[config.mk]
export PLATFORM = sky130hd
export DESIGN_NAME = dual_edge_capture
export DESIGN_NICKNAME = d
export VERILOG_FILES = /design/src/rtl/dual_cap_pkg.sv /design/src/rtl/dual_cap_ctrl.sv /design/src/rtl/dual_cap_data.sv /design/src/rtl/dual_edge_capture.sv
export SDC_FILE = /design/constraint.sdc
export NUM_CORES = 1
export LEC_CHECK = 0
export BUFFER_PORTS_ARGS = -buffer_cell sky130_fd_sc_hd__buf_2
export CAP_MARGIN = 40
export CORE_MARGIN = 2
export CORE_UTILIZATION = 50
export CTS_CLUSTER_DIAMETER = 100
export DETAILED_ROUTE_END_ITERATION = 8
export GPL_ROUTABILITY_DRIVEN = 1
export PLACE_DENSITY_LB_ADDON = 0.25
export REMOVE_ABC_BUFFERS = 1
export SLEW_MARGIN = 5
export SYNTH_ARGS = -nofsm -noshare
export SYNTH_HDL_FRONTEND = slang
export SYNTH_SLANG_ARGS = --single-unit
export TNS_END_PERCENT = 50
[constraint.sdc]
create_clock -name clk -period 1.8 [get_ports clk]
set_clock_uncertainty 0.2 [all_clocks]
set_input_delay 0.09 -clock clk [delete_from_list [all_inputs] [get_ports clk]]
set_output_delay 0.09 -clock clk [all_outputs]
set_load 0.1 [all_outputs]
[src/rtl/dual_cap_pkg.sv]
package dual_cap_pkg;
  localparam int SLOT_NUM = 4;
  localparam int A_CFG    = 0;
  localparam int A_IEN    = 1;
  localparam int A_STAT   = 2;
  localparam int A_CAP0   = 4;

  typedef struct packed {
    logic [SLOT_NUM-1:0] load;
    logic                wide;
  } capStrobe_t;
endpackage

[src/rtl/dual_cap_ctrl.sv]
module dual_cap_ctrl
  import dual_cap_pkg::*;
#(
  parameter int ADDR_W  = 3,
  parameter int DATA_W  = 8,
  parameter int SHIFT_W = 3,
  localparam int CFG_W  = SHIFT_W + 2
) (
  input  logic               clk,
  input  logic               rstN,
  input  logic [1:0]         capIn,
  input  logic               wrEn,
  input  logic               rdEn,
  input  logic [ADDR_W-1:0]  regSel,
  input  logic [DATA_W-1:0]  wrData,
  output capStrobe_t         strobe,
  output logic [SHIFT_W-1:0] shift,
  output logic [CFG_W-1:0]   cfgQ,
  output logic [3:0]         ienQ,
  output logic [3:0]         statusQ,
  output logic               irq
);
  logic [1:0] syncA, syncB, lastLvl;
  logic [1:0] riseSeen, fallSeen;
  logic [SLOT_NUM-1:0] slotEdge, flagEdge, rearm, heldQ;
  logic [3:0] clrMask;
  logic wide, holdFirst;

  assign wide      = cfgQ[0];
  assign holdFirst = cfgQ[1];
  assign shift     = cfgQ[CFG_W-1:2];

  // two-stage synchronizer followed by one level register for edge detection
  always_ff @(posedge clk) begin
    if (!rstN) begin
      syncA   <= '0;
      syncB   <= '0;
      lastLvl <= '0;
    end else begin
      syncA   <= capIn;
      syncB   <= syncA;
      lastLvl <= syncB;
    end
  end

  assign riseSeen = syncB & ~lastLvl;
  assign fallSeen = ~syncB & lastLvl;

  // slot order: 0 ch0 rise, 1 ch0 fall, 2 ch1 rise, 3 ch1 fall
  assign slotEdge = wide ? {fallSeen[0], riseSeen[0], fallSeen[0], riseSeen[0]}
                         : {fallSeen[1], riseSeen[1], fallSeen[0], riseSeen[0]};
  assign flagEdge = wide ? {2'b00, fallSeen[0], riseSeen[0]} : slotEdge;

  for (genvar i = 0; i < SLOT_NUM; i++) begin : g_slot
    if (i < 2) begin : g_low
      assign rearm[i] = rdEn && (regSel == ADDR_W'(A_CAP0 + i));
    end else begin : g_high
      assign rearm[i] = rdEn && (wide ? (regSel == ADDR_W'(A_CAP0 + i - 2))
                                      : (regSel == ADDR_W'(A_CAP0 + i)));
    end

    assign strobe.load[i] = slotEdge[i] && (!holdFirst || !heldQ[i] || rearm[i]);

    always_ff @(posedge clk) begin
      if (!rstN)                           heldQ[i] <= 1'b0;
      else if (strobe.load[i] && holdFirst) heldQ[i] <= 1'b1;
      else if (rearm[i] || !holdFirst)      heldQ[i] <= 1'b0;
    end
  end

  assign strobe.wide = wide;

  assign clrMask = (wrEn && regSel == ADDR_W'(A_STAT)) ? wrData[3:0] : 4'b0000;

  always_ff @(posedge clk) begin
    if (!rstN) begin
      cfgQ    <= '0;
      ienQ    <= '0;
      statusQ <= '0;
    end else begin
      if (wrEn && regSel == ADDR_W'(A_CFG)) cfgQ <= wrData[CFG_W-1:0];
      if (wrEn && regSel == ADDR_W'(A_IEN)) ienQ <= wrData[3:0];
      statusQ <= (statusQ & ~clrMask) | flagEdge;
    end
  end

  assign irq = |(statusQ & ienQ);

  // a set status bit survives any cycle that does not clear it
  p_status_sticky_r8: assert property (@(posedge clk) disable iff (!rstN)
    ((statusQ & ~clrMask) != 4'b0000) |=>
      ((statusQ & $past(statusQ & ~clrMask)) == $past(statusQ & ~clrMask)));

  // irq only rises after a new capture event or an enable write
  p_irq_cause_r9: assert property (@(posedge clk) disable iff (!rstN)
    $rose(irq) |-> ($past(flagEdge) != 4'b0000 || $past(wrEn && regSel == ADDR_W'(A_IEN))));

  // in joined mode channel 1 status stays clear once clear
  p_wide_quiet_r5: assert property (@(posedge clk) disable iff (!rstN)
    (wide && statusQ[3:2] == 2'b00 && !(wrEn && regSel == ADDR_W'(A_CFG))) |=>
      statusQ[3:2] == 2'b00);
endmodule

[src/rtl/dual_cap_data.sv]
module dual_cap_data
  import dual_cap_pkg::*;
#(
  parameter int TB_W    = 24,
  parameter int DATA_W  = 8,
  parameter int SHIFT_W = 3
) (
  input  logic                             clk,
  input  logic                             rstN,
  input  logic [TB_W-1:0]                  timeBase,
  input  capStrobe_t                       strobe,
  input  logic [SHIFT_W-1:0]               shift,
  output logic [SLOT_NUM-1:0][DATA_W-1:0]  capQ
);
  logic [TB_W-1:0]   window;
  logic [DATA_W-1:0] loByte, hiByte;

  assign window = timeBase >> shift;
  assign loByte = window[DATA_W-1:0];
  assign hiByte = window[2*DATA_W-1:DATA_W];

  for (genvar i = 0; i < SLOT_NUM; i++) begin : g_cap
    logic [DATA_W-1:0] nextVal;
    if (i < 2) begin : g_low
      assign nextVal = loByte;
    end else begin : g_high
      assign nextVal = strobe.wide ? hiByte : loByte;
    end

    always_ff @(posedge clk) begin
      if (!rstN)               capQ[i] <= '0;
      else if (strobe.load[i]) capQ[i] <= nextVal;
    end

    // a register only moves when the control issued a load for it
    p_hold_stable_r6: assert property (@(posedge clk) disable iff (!rstN)
      !strobe.load[i] |=> $stable(capQ[i]));
  end

  // a channel 0 rise load stores the low slice of the time base
  p_capture_value_r2: assert property (@(posedge clk) disable iff (!rstN)
    strobe.load[0] |=> capQ[0] == $past(window[DATA_W-1:0]));

  // joined mode stores the upper slice in the channel 1 rise register
  p_wide_upper_r5: assert property (@(posedge clk) disable iff (!rstN)
    (strobe.wide && strobe.load[2]) |=> capQ[2] == $past(window[2*DATA_W-1:DATA_W]));
endmodule

[src/rtl/dual_edge_capture.sv]
module dual_edge_capture
  import dual_cap_pkg::*;
#(
  parameter int TB_W    = 24,
  parameter int DATA_W  = 8,
  parameter int SHIFT_W = 3,
  parameter int ADDR_W  = 3
) (
  input  logic              clk,
  input  logic              rstN,
  input  logic [1:0]        capIn,
  input  logic [TB_W-1:0]   timeBase,
  input  logic [ADDR_W-1:0] regSel,
  input  logic              wrEn,
  input  logic              rdEn,
  input  logic [DATA_W-1:0] wrData,
  output logic [DATA_W-1:0] rdData,
  output logic              irq
);
  localparam int CFG_W = SHIFT_W + 2;

  capStrobe_t                      strobe;
  logic [SHIFT_W-1:0]              shift;
  logic [CFG_W-1:0]                cfgQ;
  logic [3:0]                      ienQ, statusQ;
  logic [SLOT_NUM-1:0][DATA_W-1:0] capQ;
  logic [1:0]                      capIdx;

  dual_cap_ctrl #(.ADDR_W(ADDR_W), .DATA_W(DATA_W), .SHIFT_W(SHIFT_W)) u_ctrl (
    .clk(clk), .rstN(rstN), .capIn(capIn), .wrEn(wrEn), .rdEn(rdEn),
    .regSel(regSel), .wrData(wrData), .strobe(strobe), .shift(shift),
    .cfgQ(cfgQ), .ienQ(ienQ), .statusQ(statusQ), .irq(irq)
  );

  dual_cap_data #(.TB_W(TB_W), .DATA_W(DATA_W), .SHIFT_W(SHIFT_W)) u_data (
    .clk(clk), .rstN(rstN), .timeBase(timeBase), .strobe(strobe),
    .shift(shift), .capQ(capQ)
  );

  assign capIdx = 2'(regSel - ADDR_W'(A_CAP0));

  always_comb begin
    rdData = '0;
    if (regSel == ADDR_W'(A_CFG))       rdData = DATA_W'(cfgQ);
    else if (regSel == ADDR_W'(A_IEN))  rdData = DATA_W'(ienQ);
    else if (regSel == ADDR_W'(A_STAT)) rdData = DATA_W'(statusQ);
    else if (regSel >= ADDR_W'(A_CAP0)) rdData = capQ[capIdx];
  end
endmodule

# Word level (Yosys, flattened, before mapping)
# Cells that the tools add are included.
[totals] ff_bits=55 output_inout_bits=9 in_bits=41 wordCells=90
[classes] n_addsub=1 shifts=1 order_cmp=2 eq_ne=6 reduce_logical=38 muxes=20 bitwise=8
[ops] cell="$mux 8" n=6
[ops] cell="$shr 24x3->16" n=1
[ops] cell="$bmux 8 s2" n=1
[ops] cell="$logic_and 1x1->1" n=15
[ops] cell="$eq 3x3->1 const B" n=4
[ops] cell="$logic_or 1x1->1" n=12
[ops] cell="$mux 4" n=3
[ops] cell="$mux 1" n=10
[ops] cell="$and 4x4->4" n=2
[ops] cell="$reduce_bool 2->1" n=4
[ops] cell="$logic_not 1->1" n=5
[ops] cell="$and 2x2->2" n=2
[ops] cell="$not 2->2" n=2
[ops] cell="$not 4->4" n=1
[ops] cell="$or 4x4->4" n=1
[ops] cell="$reduce_or 4->1" n=1
[ops] cell="$eq 3x1->1 const B" n=1
[ops] cell="$eq 3x2->1 const B" n=1
[ops] cell="$ge 3x3->1 const B" n=1
[ops] cell="$logic_not 3->1" n=1
[ops] cell="$lt 2x3->1 const B" n=1
[ops] cell="$sub 2x1->2 const B" n=1

# Depth between registers and ports, before layout
# Gate-level depths: netlist of run 1.
[depth] word_depth=7 ltp_mapped=7 depth_no_buf=4

# Cells and area by module
# A second synthesis of run 1 with hierarchy kept.
[hier_totals] hier_cells=358 area_unflattened_um2=3568.4
[modules_own_cells] module="dual_cap_data" seq_area_each_um2=640.6 cells_each=223 area_each_um2=2158.3 instances=1
[modules_own_cells] module="dual_cap_ctrl" seq_area_each_um2=460.4 cells_each=96 area_each_um2=984.7 instances=1
[modules_own_cells] module="dual_edge_capture" seq_area_each_um2=0.0 cells_each=39 area_each_um2=425.4 instances=1

# Worst setup path before layout of run 1
# OpenSTA, ideal clock, no wires.
[synth_path] path_type="flip-flop to output port" start="register u_ctrl.cfgQ[0]" end="output rdData[0]" t_arrival_ns=3.096 path_stages_with_launch=7 path_buffers=2 required_time_ns=1.510 path_slack_ns=-1.586 cell_sequence="dfxtp_1 buf_2 clkbuf_1 mux2i_1 nor2_1 a21oi_1 o21ai_0"
[synth_via] elab_chain_cells=1
[synth_lines] element="from (decl)" line="dual_cap_ctrl.sv:18" source="output logic [CFG_W-1:0] cfgQ,"
[synth_lines] element="from (signal assigned)" line="dual_cap_ctrl.sv:81" source="if (wrEn && regSel == ADDR_W'(A_CFG)) cfgQ <= wrData[CFG_W-1:0];"
[synth_lines] element="$mux 8" line="dual_edge_capture.sv:44" source="if (regSel == ADDR_W'(A_CFG)) rdData = DATA_W'(cfgQ);"
[synth_lines] element="to (decl)" line="dual_edge_capture.sv:17" source="output logic [DATA_W-1:0] rdData,"
# No other way between the ends.

# Worst setup path in the final report of run 1
[layout_path] start="register u_ctrl.cfgQ[3]" end="register u_data.capQ[24] (netlist name)"
[layout_via] elab_chain_cells=2
[layout_lines] element="$shr 24x3->16" line="dual_cap_data.sv:18" source="assign window = timeBase >> shift;"
[layout_lines] element="$mux 8" line="dual_cap_data.sv:27" source="assign nextVal = strobe.wide ? hiByte : loByte;"
[layout_lines] element="to (signal, indexed assignment)" line="dual_cap_data.sv:32" source="else if (strobe.load[i]) capQ[i] <= nextVal;"
[layout_lines] element="to (decl)" line="dual_cap_data.sv:13" source="output logic [SLOT_NUM-1:0][DATA_W-1:0] capQ"
# No other way between the ends.
# A chain may end at the register's enable or synchronous reset.

==> results.json, run 1 <==
{
  "relSlewSlack": 0.5987,
  "port-buffer-count": 45,
  "reg2reg_depth": 5,
  "netlist-cell-type-count": 52,
  "yosys_warnings": 0,
  "synthMuxAreaShare": 0.3279,
  "finalWorstSetupSlack_ns": -0.1547,
  "initial_utilization": 0.5128,
  "dr.pass1.iters": 4,
  "hold_ws_ns": 0.1418,
  "fp.dieH_um": 87.02,
  "min_delay_path_depth": 4,
  "numCtsBuffers": 5,
  "synth_top_family_by_area": "multiplexers",
  "vdd_drop_max_v": 0.0003340,
  "clock-sinks": 55,
  "drcViolationCount": 0,
  "cts_tree": "built",
  "n_antenna_cell": 0,
  "wire_per_inst_um": 18.80,
  "place_inst": 463,
  "synthFlopType": "dfxtp_1",
  "synth_top_cell_by_area": "dfxtp_1",
  "synthSimpleGateAreaFrac": 0.1322,
  "crit_required_ns": 1.83,
  "nets": 452,
  "yosys.area.top_type_share": 0.3195,
  "antenna_found_initial": 0,
  "slew_viol_final": 0,
  "crit_fanout": 7,
  "synth_edf_count": 0,
  "power_mw": 2.727,
  "leakagePower_nw": 1.770,
  "worstSetupPathType": "flop to flop",
  "grtUsageTotal": 0.2521,
  "synthXorXnorAreaFrac": 0.004720,
  "synthToLayoutAreaGrowth_pct": 37.84,
  "dp_hpwl_um": 6780,
  "drv_cap": 0,
  "synthTopCellsByCount": "dfxtp_1 (55), nor2_1 (38), mux2i_1 (35)",
  "worstMarginPinSlew_ns": 0.6020,
  "timing.rr.start": "u_ctrl.cfgQ[3]$_SDFFE_PN0P_",
  "worstSkewPairLatency_ns": 0.32,
  "clock.fmax_mhz": 511.6,
  "grt_max_degree": 28,
  "num_vias": 2942,
  "ys_seq_area_frac": 0.3195,
  "ios": 50,
  "post-place-ws_ns": -0.2519,
  "clk_path_buf_depth": 2,
  "setup_viol": 34,
  "grt_overflow": 0,
  "grt_pass1_vias": 2857,
  "rsz0062_at_grt": "yes",
  "worstHoldEndpoint": "u_ctrl.heldQ[1]$_SDFFE_PN0P_",
  "fillCellCount": 474,
  "end_kind": "flop",
  "crit_arrival_ns": 1.98,
  "finalWeightedCongestion": 0.8462,
  "stdcell_area_um2": 4750,
  "drt_iter0_drc": 136,
  "via_per_inst": 5.980,
  "clkTransAtPathRegs_ns": 0.11,
  "hp-class": "input pin to flop",
  "register_area_um2": 1127,
  "synthAdderAreaFrac": 0,
  "grt_pass1_wl_um": 14900,
  "final_antenna_net_count": 0,
  "ys_ff_latch": 55,
  "critPathLaunchType": "flop",
  "core-area_um2": 6719,
  "synth_compound_area_frac": 0.1619,
  "postSynthCellCount": 308,
  "h-tree-depth": 2,
  "die_area_um2": 7572,
  "synthTopCellsByArea": "dfxtp_1 (32%), mux4_1 (11%), mux2i_1 (10%)",
  "hold_start": "regSel[2]",
  "netlist_area_um2": 3446,
  "multi_input_area_um2": 2381,
  "totalWireLength_um": 9248,
  "synth.most_common_cell": "dfxtp_1",
  "cellPowerDensity_nw_per_um2": 574.1,
  "setup-tns-final_ns": -2.275,
  "root_buffer": "clkbuf_8",
  "synth_area_per_cell_um2": 11.19,
  "stdcell_count": 492,
  "placed_cell_area_um2": 4146,
  "synthArstFlopShare": 0,
  "final_util": 0.7069,
  "regToRegEndpoint": "u_data.capQ[24]$_SDFFE_PN0P_",
  "rows": 30,
  "status": "complete, but fails checks",
  "rrSetupSlack_ns": -0.15,
  "period_needed_ns": 1.955,
  "fp.dieW_um": 87.02,
  "period_share": 1.086,
  "violations": "setup timing",
  "hold_viol_final": 0,
  "layout-drive-gt1-share": 0.5243
}
-- registers in the layout, summed over array words and instances (netlist names) --
register        flops
u_ctrl.ienQ         4
u_ctrl.cfgQ         5
u_ctrl.statusQ      4
u_data.capQ        32
u_ctrl.syncB        2
u_ctrl.syncA        2
u_ctrl.heldQ        4
u_ctrl.lastLvl      2
-- layout by cell type (no fill, tap or decap), types with 3 or more instances in the layout --
master and n:
a211oi_1 8, a211oi_2 7, a21boi_0 4, a21oi_1 5
a21oi_2 4, and2_1 8, buf_12 9, buf_2 37
buf_4 52, buf_6 8, clkbuf_8 5, dfxtp_1 42
dfxtp_2 9, dfxtp_4 4, dlygate4sd3_1 11, inv_1 6
mux2_4 8, mux2i_1 29, mux2i_2 6, mux4_1 3
mux4_2 24, nand2_1 4, nand3_1 3, nor2_1 38
nor3b_1 4, o211ai_1 4, o21a_1 5, o21ai_0 3
o2bb2ai_2 10
-- worst max path at each step --
stage / start / to / cells after the start
detailed placement: u_ctrl.cfgQ[3]$_SDFFE_PN0P_ / u_data.capQ[24]$_SDFFE_PN0P_ / 5
CTS: u_ctrl.cfgQ[3]$_SDFFE_PN0P_ / u_data.capQ[24]$_SDFFE_PN0P_ / 5
global route: u_ctrl.cfgQ[3]$_SDFFE_PN0P_ / u_data.capQ[24]$_SDFFE_PN0P_ / 5
floorplan: u_ctrl.cfgQ[4]$_SDFFE_PN0P_ / rdData[4] / 2
finish: u_ctrl.cfgQ[3]$_SDFFE_PN0P_ / u_data.capQ[24]$_SDFFE_PN0P_ / 5
global placement: u_ctrl.cfgQ[3]$_SDFFE_PN0P_ / u_data.capQ[31]$_SDFFE_PN0P_ / 5
-- worst max-delay path, stage by stage, from the launching register on --
cell and delay, ns:
dfxtp_4 0.39, buf_8 0.13, mux4_2 0.53, mux2i_2 0.21
mux2_4 0.20, a2bb2o_4 0.20
-- final cells by class --
| class | count | share of cell area |
|---|---|---|
| Tap cell | 80 | 0.02107 |
| Multi-Input combinational cell | 221 | 0.5013 |
| Timing Repair Buffer | 120 | 0.2129 |
| Sequential cell | 55 | 0.2374 |
| Inverter | 8 | 0.006322 |
| Clock buffer | 5 | 0.01449 |
| Clock inverter | 3 | 0.006586 |
-- metal layers --
layer	up-vias	share of wire	track usage
met2	85	0.47	0.4025
met1	1453	0.48	0.3649
li1	1389	-	-
met5	-	0	0
met4	0	0.015	0.05824
met3	15	0.038	0.03318
-- power breakdown --
part / leakage (nW) / switching, mW / internal [mW] / total, mW
clock network: 0.0526 / 0.480 / 0.300 / 0.780
logic: 1.26 / 0.337 / 0.330 / 0.666
registers: 0.454 / 0.0279 / 1.25 / 1.28
total: 1.77 / 0.845 / 1.88 / 2.73
-- cell families (layout without fill, tap and decap cells) --
kind of cell	count (synthesis)	count (layout)
multiplexers	72	72
AND/OR/NAND/NOR	81	81
buffers and inverters	32	136
flip-flops	55	55
XOR/XNOR	1	1
AO/OA/AOI/OAI	67	67
-- timing repair --
| item | CTS | global route |
|---|---|---|
| buffers inserted | 7 | 4 |
| endpoints found under the setup margin | 40 | 40 |
| hold buffers | 11 | 0 |
| gates cloned | 1 | 0 |
| pin swaps | 11 | 4 |
| endpoints found under the hold margin | 18 | 0 |
| resized for setup | 64 | 38 |
Power figures use the tool's default switching activity.
==> inputs of run 2 (changes only) <==
clock period = 2.4 ns   (was 1.8 ns; I/O delays follow)
==> results.json, run 2 (synthesis gave the netlist of run 1 again) <==
{
  "relSlewSlack": 0.6122,
  "cts_tree": "built",
  "path_cells": "mux4_1 -> and3_1 -> nor4_1 -> o211ai_1",
  "numCtsBuffers": 5,
  "drcViolationCount": 0,
  "leakagePower_nw": 1.435,
  "post-place-ws_ns": 0.1693,
  "totalWireLength_um": 8009,
  "num_vias": 2703,
  "wire_per_inst_um": 18.04,
  "dr.pass1.iters": 4,
  "hp-class": "input pin to flop",
  "dp_hpwl_um": 5922,
  "fp.dieW_um": 87.02,
  "setup_viol": 0,
  "worstSetupPathType": "flop to flop",
  "grt_overflow": 0,
  "final_common_cell": "dfxtp_1",
  "grtUsageTotal": 0.2267,
  "timing.rr.start": "u_ctrl.cfgQ[4]$_SDFFE_PN0P_",
  "cts.repair.resized": 0,
  "nets": 404,
  "postCtsHoldBufs": 8,
  "die_area_um2": 7572,
  "hold_start": "rdEn",
  "clock-sinks": 55,
  "h-tree-depth": 2,
  "cp_top_family": "multiplexers",
  "crit_required_ns": 2.39,
  "status": "finished clean",
  "via_per_inst": 6.088,
  "slew_viol_final": 0,
  "core-area_um2": 6719,
  "largest_reg_flops": 32,
  "critPathLaunchType": "flop",
  "rows": 30,
  "worstMarginPinSlew_ns": 0.5786,
  "clkTransAtPathRegs_ns": 0.11,
  "drv_cap": 0,
  "final_cell_mix": "dfxtp_1 (55), buf_2 (43), nor2_1 (38), mux2i_1 (35), buf_4 (18)",
  "slowest_stage": "mux4_1",
  "final_antenna_net_count": 0,
  "worstSkewPairLatency_ns": 0.33,
  "vdd_drop_max_v": 0.0003175,
  "top_regs": "u_data.capQ: 32 flops, u_ctrl.cfgQ: 5 flops",
  "layout-drive-gt1-share": 0.2995,
  "root_buffer": "clkbuf_8",
  "rrSetupSlack_ns": 0.15,
  "port-buffer-count": 45,
  "finalWeightedCongestion": 0.8007,
  "reg2reg_depth": 4,
  "place_inst": 428,
  "cts_setup_buffers": 0,
  "clock.fmax_mhz": 443.8,
  "ios": 50,
  "grt_pass1_vias": 2611,
  "top_register": "u_data.capQ",
  "period_share": 0.9389,
  "hold_viol_final": 0,
  "fp.dieH_um": 87.02,
  "grt_pass1_wl_um": 13190,
  "end_kind": "flop",
  "crit_fanout": 7,
  "synthToLayoutAreaGrowth_pct": 15.61,
  "path_buf_inv": 0,
  "clk_path_buf_depth": 2,
  "antenna_found_initial": 0,
  "period_needed_ns": 2.253,
  "cellPowerDensity_nw_per_um2": 479.4,
  "grt_max_degree": 29,
  "drt_iter0_drc": 147,
  "critPathMaxStageDelay_ns": 0.60,
  "regToRegEndpoint": "u_data.capQ[26]$_SDFFE_PN0P_",
  "initial_utilization": 0.5128,
  "crit_arrival_ns": 2.25,
  "worstHoldEndpoint": "u_ctrl.heldQ[1]$_SDFFE_PN0P_",
  "min_delay_path_depth": 4,
  "n_antenna_cell": 0,
  "rsz0062_at_grt": "no",
  "finalWorstSetupSlack_ns": 0.1468,
  "stdcell_count": 444
}
run 2: through the flow:
stage	setup TNS [ns]	utilization	power (mW)	instance area, um^2	hold WS (ns)
5_1_grt	0	0.5929	1.994	3984	0.01935
6_report	0	0.5929	1.910	3984	0.01425
3_3_place_gp	0	0.5657	1.341	3801	0.1245
2_1_floorplan	-3.921	-	1.206	3291	0.03760
3_5_place_dp	0	0.5657	1.348	3801	0.1308
4_1_cts	0	0.5929	1.919	3984	0.008154
run 2: per-layer routing:
metal | up-vias | track usage | share of wire
met2 | 56 | 0.3588 | 0.47
li1 | 1311 | - | -
met1 | 1325 | 0.3233 | 0.48
met3 | 11 | 0.02749 | 0.037
met4 | 0 | 0.07386 | 0.017
met5 | - | 0 | 0
run 2: worst min-delay path, cell delays in order:
cell and delay, ns:
buf_2 0.14, nand4b_4 0.10, a21oi_1 0.07, nor2_1 0.08
run 2: report_power, final:
part | switching, mW | internal, mW
clock | 0.349 | 0.222
combinational | 0.205 | 0.169
sequential | 0.0214 | 0.942
run 2: worst max path at each step:
stage	startpoint	endpoint	slack (ns)	cells past startpoint
after global placement	u_ctrl.cfgQ[4]$_SDFFE_PN0P_	u_data.capQ[26]$_SDFFE_PN0P_	0.19	4
final	u_ctrl.cfgQ[4]$_SDFFE_PN0P_	u_data.capQ[26]$_SDFFE_PN0P_	0.15	4
after global routing	u_ctrl.cfgQ[2]$_SDFFE_PN0P_	rdData[2]	0.01	6
after CTS	u_ctrl.cfgQ[4]$_SDFFE_PN0P_	u_data.capQ[26]$_SDFFE_PN0P_	0.14	4
after floorplan	u_ctrl.cfgQ[4]$_SDFFE_PN0P_	rdData[4]	-0.98	2
after detailed placement	u_ctrl.cfgQ[4]$_SDFFE_PN0P_	u_data.capQ[26]$_SDFFE_PN0P_	0.17	4
run 2: final cells by class:
cell class | instances | area [um^2]
sequential | 55 | 1101
clock inverter | 3 | 33.78
clock buffer | 5 | 68.82
fill | 562 | 2735
multi-input combinational | 221 | 2160
inverter | 8 | 30.03
tap | 80 | 100.1
timing repair buffer | 72 | 490.5
==> inputs of run 3 (changes only) <==
CELL_PAD_IN_SITES_DETAIL_PLACEMENT = 2   (was unset)
CELL_PAD_IN_SITES_GLOBAL_PLACEMENT = 2   (was unset)
CORE_UTILIZATION = 41   (was 50)
==> results.json, run 3 (synthesis gave the netlist of run 1 again) <==
{
  "final_cell_mix": "dfxtp_1 (55), buf_2 (42), nor2_1 (38), mux2i_1 (35), buf_4 (18)",
  "setup-tns-final_ns": 0,
  "worstSkewPairLatency_ns": 0.31,
  "grt_pass1_vias": 3181,
  "cts_tree": "built",
  "num_vias": 2849,
  "via_per_inst": 6.075,
  "p_sw_uw": 565.2,
  "fp.dieH_um": 95.68,
  "worstSetupPathType": "flop to flop",
  "finalWeightedCongestion": 0.7483,
  "setup_viol": 0,
  "grt_overflow": 0,
  "worstHoldEndpoint": "u_ctrl.heldQ[1]$_SDFFE_PN0P_",
  "leakagePower_nw": 1.437,
  "die_area_um2": 9154,
  "dp_hpwl_um": 7698,
  "min_delay_path_depth": 4,
  "clock.fmax_mhz": 430.8,
  "p_seq_frac": 0.495,
  "regToRegEndpoint": "u_data.capQ[24]$_SDFFE_PN0P_",
  "reg2reg_depth": 5,
  "timing.rr.start": "u_ctrl.cfgQ[3]$_SDFFE_PN0P_",
  "root_buffer": "clkbuf_8",
  "p_int_mw": 1.381,
  "layout-drive-gt1-share": 0.2995,
  "period_share": 0.9672,
  "fillCellCount": 853,
  "grt_max_degree": 29,
  "grtUsageTotal": 0.2529,
  "vdd_drop_max_v": 0.0002226,
  "worstMarginPinSlew_ns": 0.6178,
  "crit_arrival_ns": 2.32,
  "rsz0062_at_grt": "no",
  "wire_per_inst_um": 23.16,
  "place_inst": 453,
  "critPathLaunchType": "flop",
  "hold_viol_final": 0,
  "maxUsedRoutingLayer": "met4",
  "final_antenna_net_count": 0,
  "cts.repair.resized": 0,
  "clkTransAtPathRegs_ns": 0.10,
  "drv_cap": 0,
  "crit_fanout": 27,
  "relSlewSlack": 0.5843,
  "grt_pass1_wl_um": 17430,
  "core-area_um2": 8175,
  "h-tree-depth": 2,
  "dr_wl_met2_um": 5591,
  "hold_ws_ns": 0.08051,
  "crit_required_ns": 2.40,
  "rrSetupSlack_ns": 0.08,
  "rows": 33,
  "drt-met1-wl_um": 4708,
  "drcViolationCount": 0,
  "hp-class": "input pin to flop",
  "nets": 404,
  "antenna_found_initial": 0,
  "slew_viol_final": 0,
  "clock-sinks": 55,
  "ios": 50,
  "wl_met3_um": 326,
  "totalWireLength_um": 10860,
  "n_antenna_cell": 0,
  "numCtsBuffers": 5,
  "dr.pass1.iters": 4,
  "fp.dieW_um": 95.68,
  "synthToLayoutAreaGrowth_pct": 16.99,
  "final_common_cell": "dfxtp_1",
  "cellPowerDensity_nw_per_um2": 482.8,
  "port-buffer-count": 45,
  "top_register": "u_data.capQ",
  "largest_reg_flops": 32,
  "clk_path_buf_depth": 2,
  "stdcell_count": 469,
  "initial_utilization": 0.4215,
  "hold_start": "rdEn",
  "combPwrFrac": 0.209,
  "cts_setup_buffers": 0,
  "end_kind": "flop",
  "clockPowerShare": 0.296,
  "switching_share": 0.2904,
  "drt_iter0_drc": 110,
  "period_needed_ns": 2.321,
  "status": "finished clean",
  "top_regs": "u_data.capQ: 32 flops, u_ctrl.cfgQ: 5 flops"
}
-- run 3: worst max path at each step --
| stage | slack [ns] | to | start |
|---|---|---|---|
| 6_report | 0.08 | u_data.capQ[24]$_SDFFE_PN0P_ | u_ctrl.cfgQ[3]$_SDFFE_PN0P_ |
| 5_1_grt | 0.004 | u_data.capQ[24]$_SDFFE_PN0P_ | u_ctrl.cfgQ[3]$_SDFFE_PN0P_ |
| 4_1_cts | 0.10 | u_data.capQ[24]$_SDFFE_PN0P_ | u_ctrl.cfgQ[3]$_SDFFE_PN0P_ |
| 3_5_place_dp | 0.14 | u_data.capQ[24]$_SDFFE_PN0P_ | u_ctrl.cfgQ[3]$_SDFFE_PN0P_ |
| 3_3_place_gp | 0.26 | u_data.capQ[24]$_SDFFE_PN0P_ | u_ctrl.cfgQ[3]$_SDFFE_PN0P_ |
| 2_1_floorplan | -0.98 | rdData[4] | u_ctrl.cfgQ[4]$_SDFFE_PN0P_ |
-- run 3: per-stage QoR --
step                      total power [mW]  utilization  area, um^2  setup WS [ns]
final                                1.946       0.4931        4031        0.07876
after global routing                 2.023       0.4931        4031       0.004061
after CTS                            1.954       0.4931        4031         0.1039
after detailed placement             1.376       0.4706        3847         0.1427
after global placement               1.357       0.4706        3847         0.2614
after floorplan                      1.206            -        3291        -0.9760
-- run 3: critical path, stage by stage (launching register included) --
cell	delay [ns]
dfxtp_1	0.43
buf_12	0.23
mux4_1	0.65
mux2i_1	0.25
mux2_2	0.23
a2bb2o_4	0.21
-- run 3: final cells by class --
class                   count  area (um^2)  area share
multi-input cells         221         2160      0.5357
flip-flops and latches     55         1101      0.2731
inverters                   8        30.03    0.007449
clock buffers               7        96.34     0.02390
well taps                 105        131.4     0.03259
repair buffers             72        505.5      0.1254
clock inverters             1        7.507    0.001862
-- run 3: repair_timing --
| item | in CTS | in global routing |
|---|---|---|
| endpoints found under the setup margin | 0 | 0 |
| hold buffers | 8 | 0 |
| endpoints found under the hold margin | 12 | 0 |
-- run 3: power by group through the flow --
stage / clock network [mW] / logic, mW / registers [mW]
floorplan: 0 / 0.221 / 0.984
global placement: 0 / 0.375 / 0.982
detailed placement: 0 / 0.392 / 0.984
CTS: 0.583 / 0.407 / 0.964
global route: 0.619 / 0.436 / 0.969
finish: 0.575 / 0.407 / 0.964
-- run 3: layer usage --
| layer | vias up | global-route usage |
|---|---|---|
| met5 | - | 0 |
| met1 | 1459 | 0.3214 |
| met2 | 70 | 0.4516 |
| met3 | 21 | 0.02767 |
| met4 | 0 | 0.07262 |
| li1 | 1299 | - |
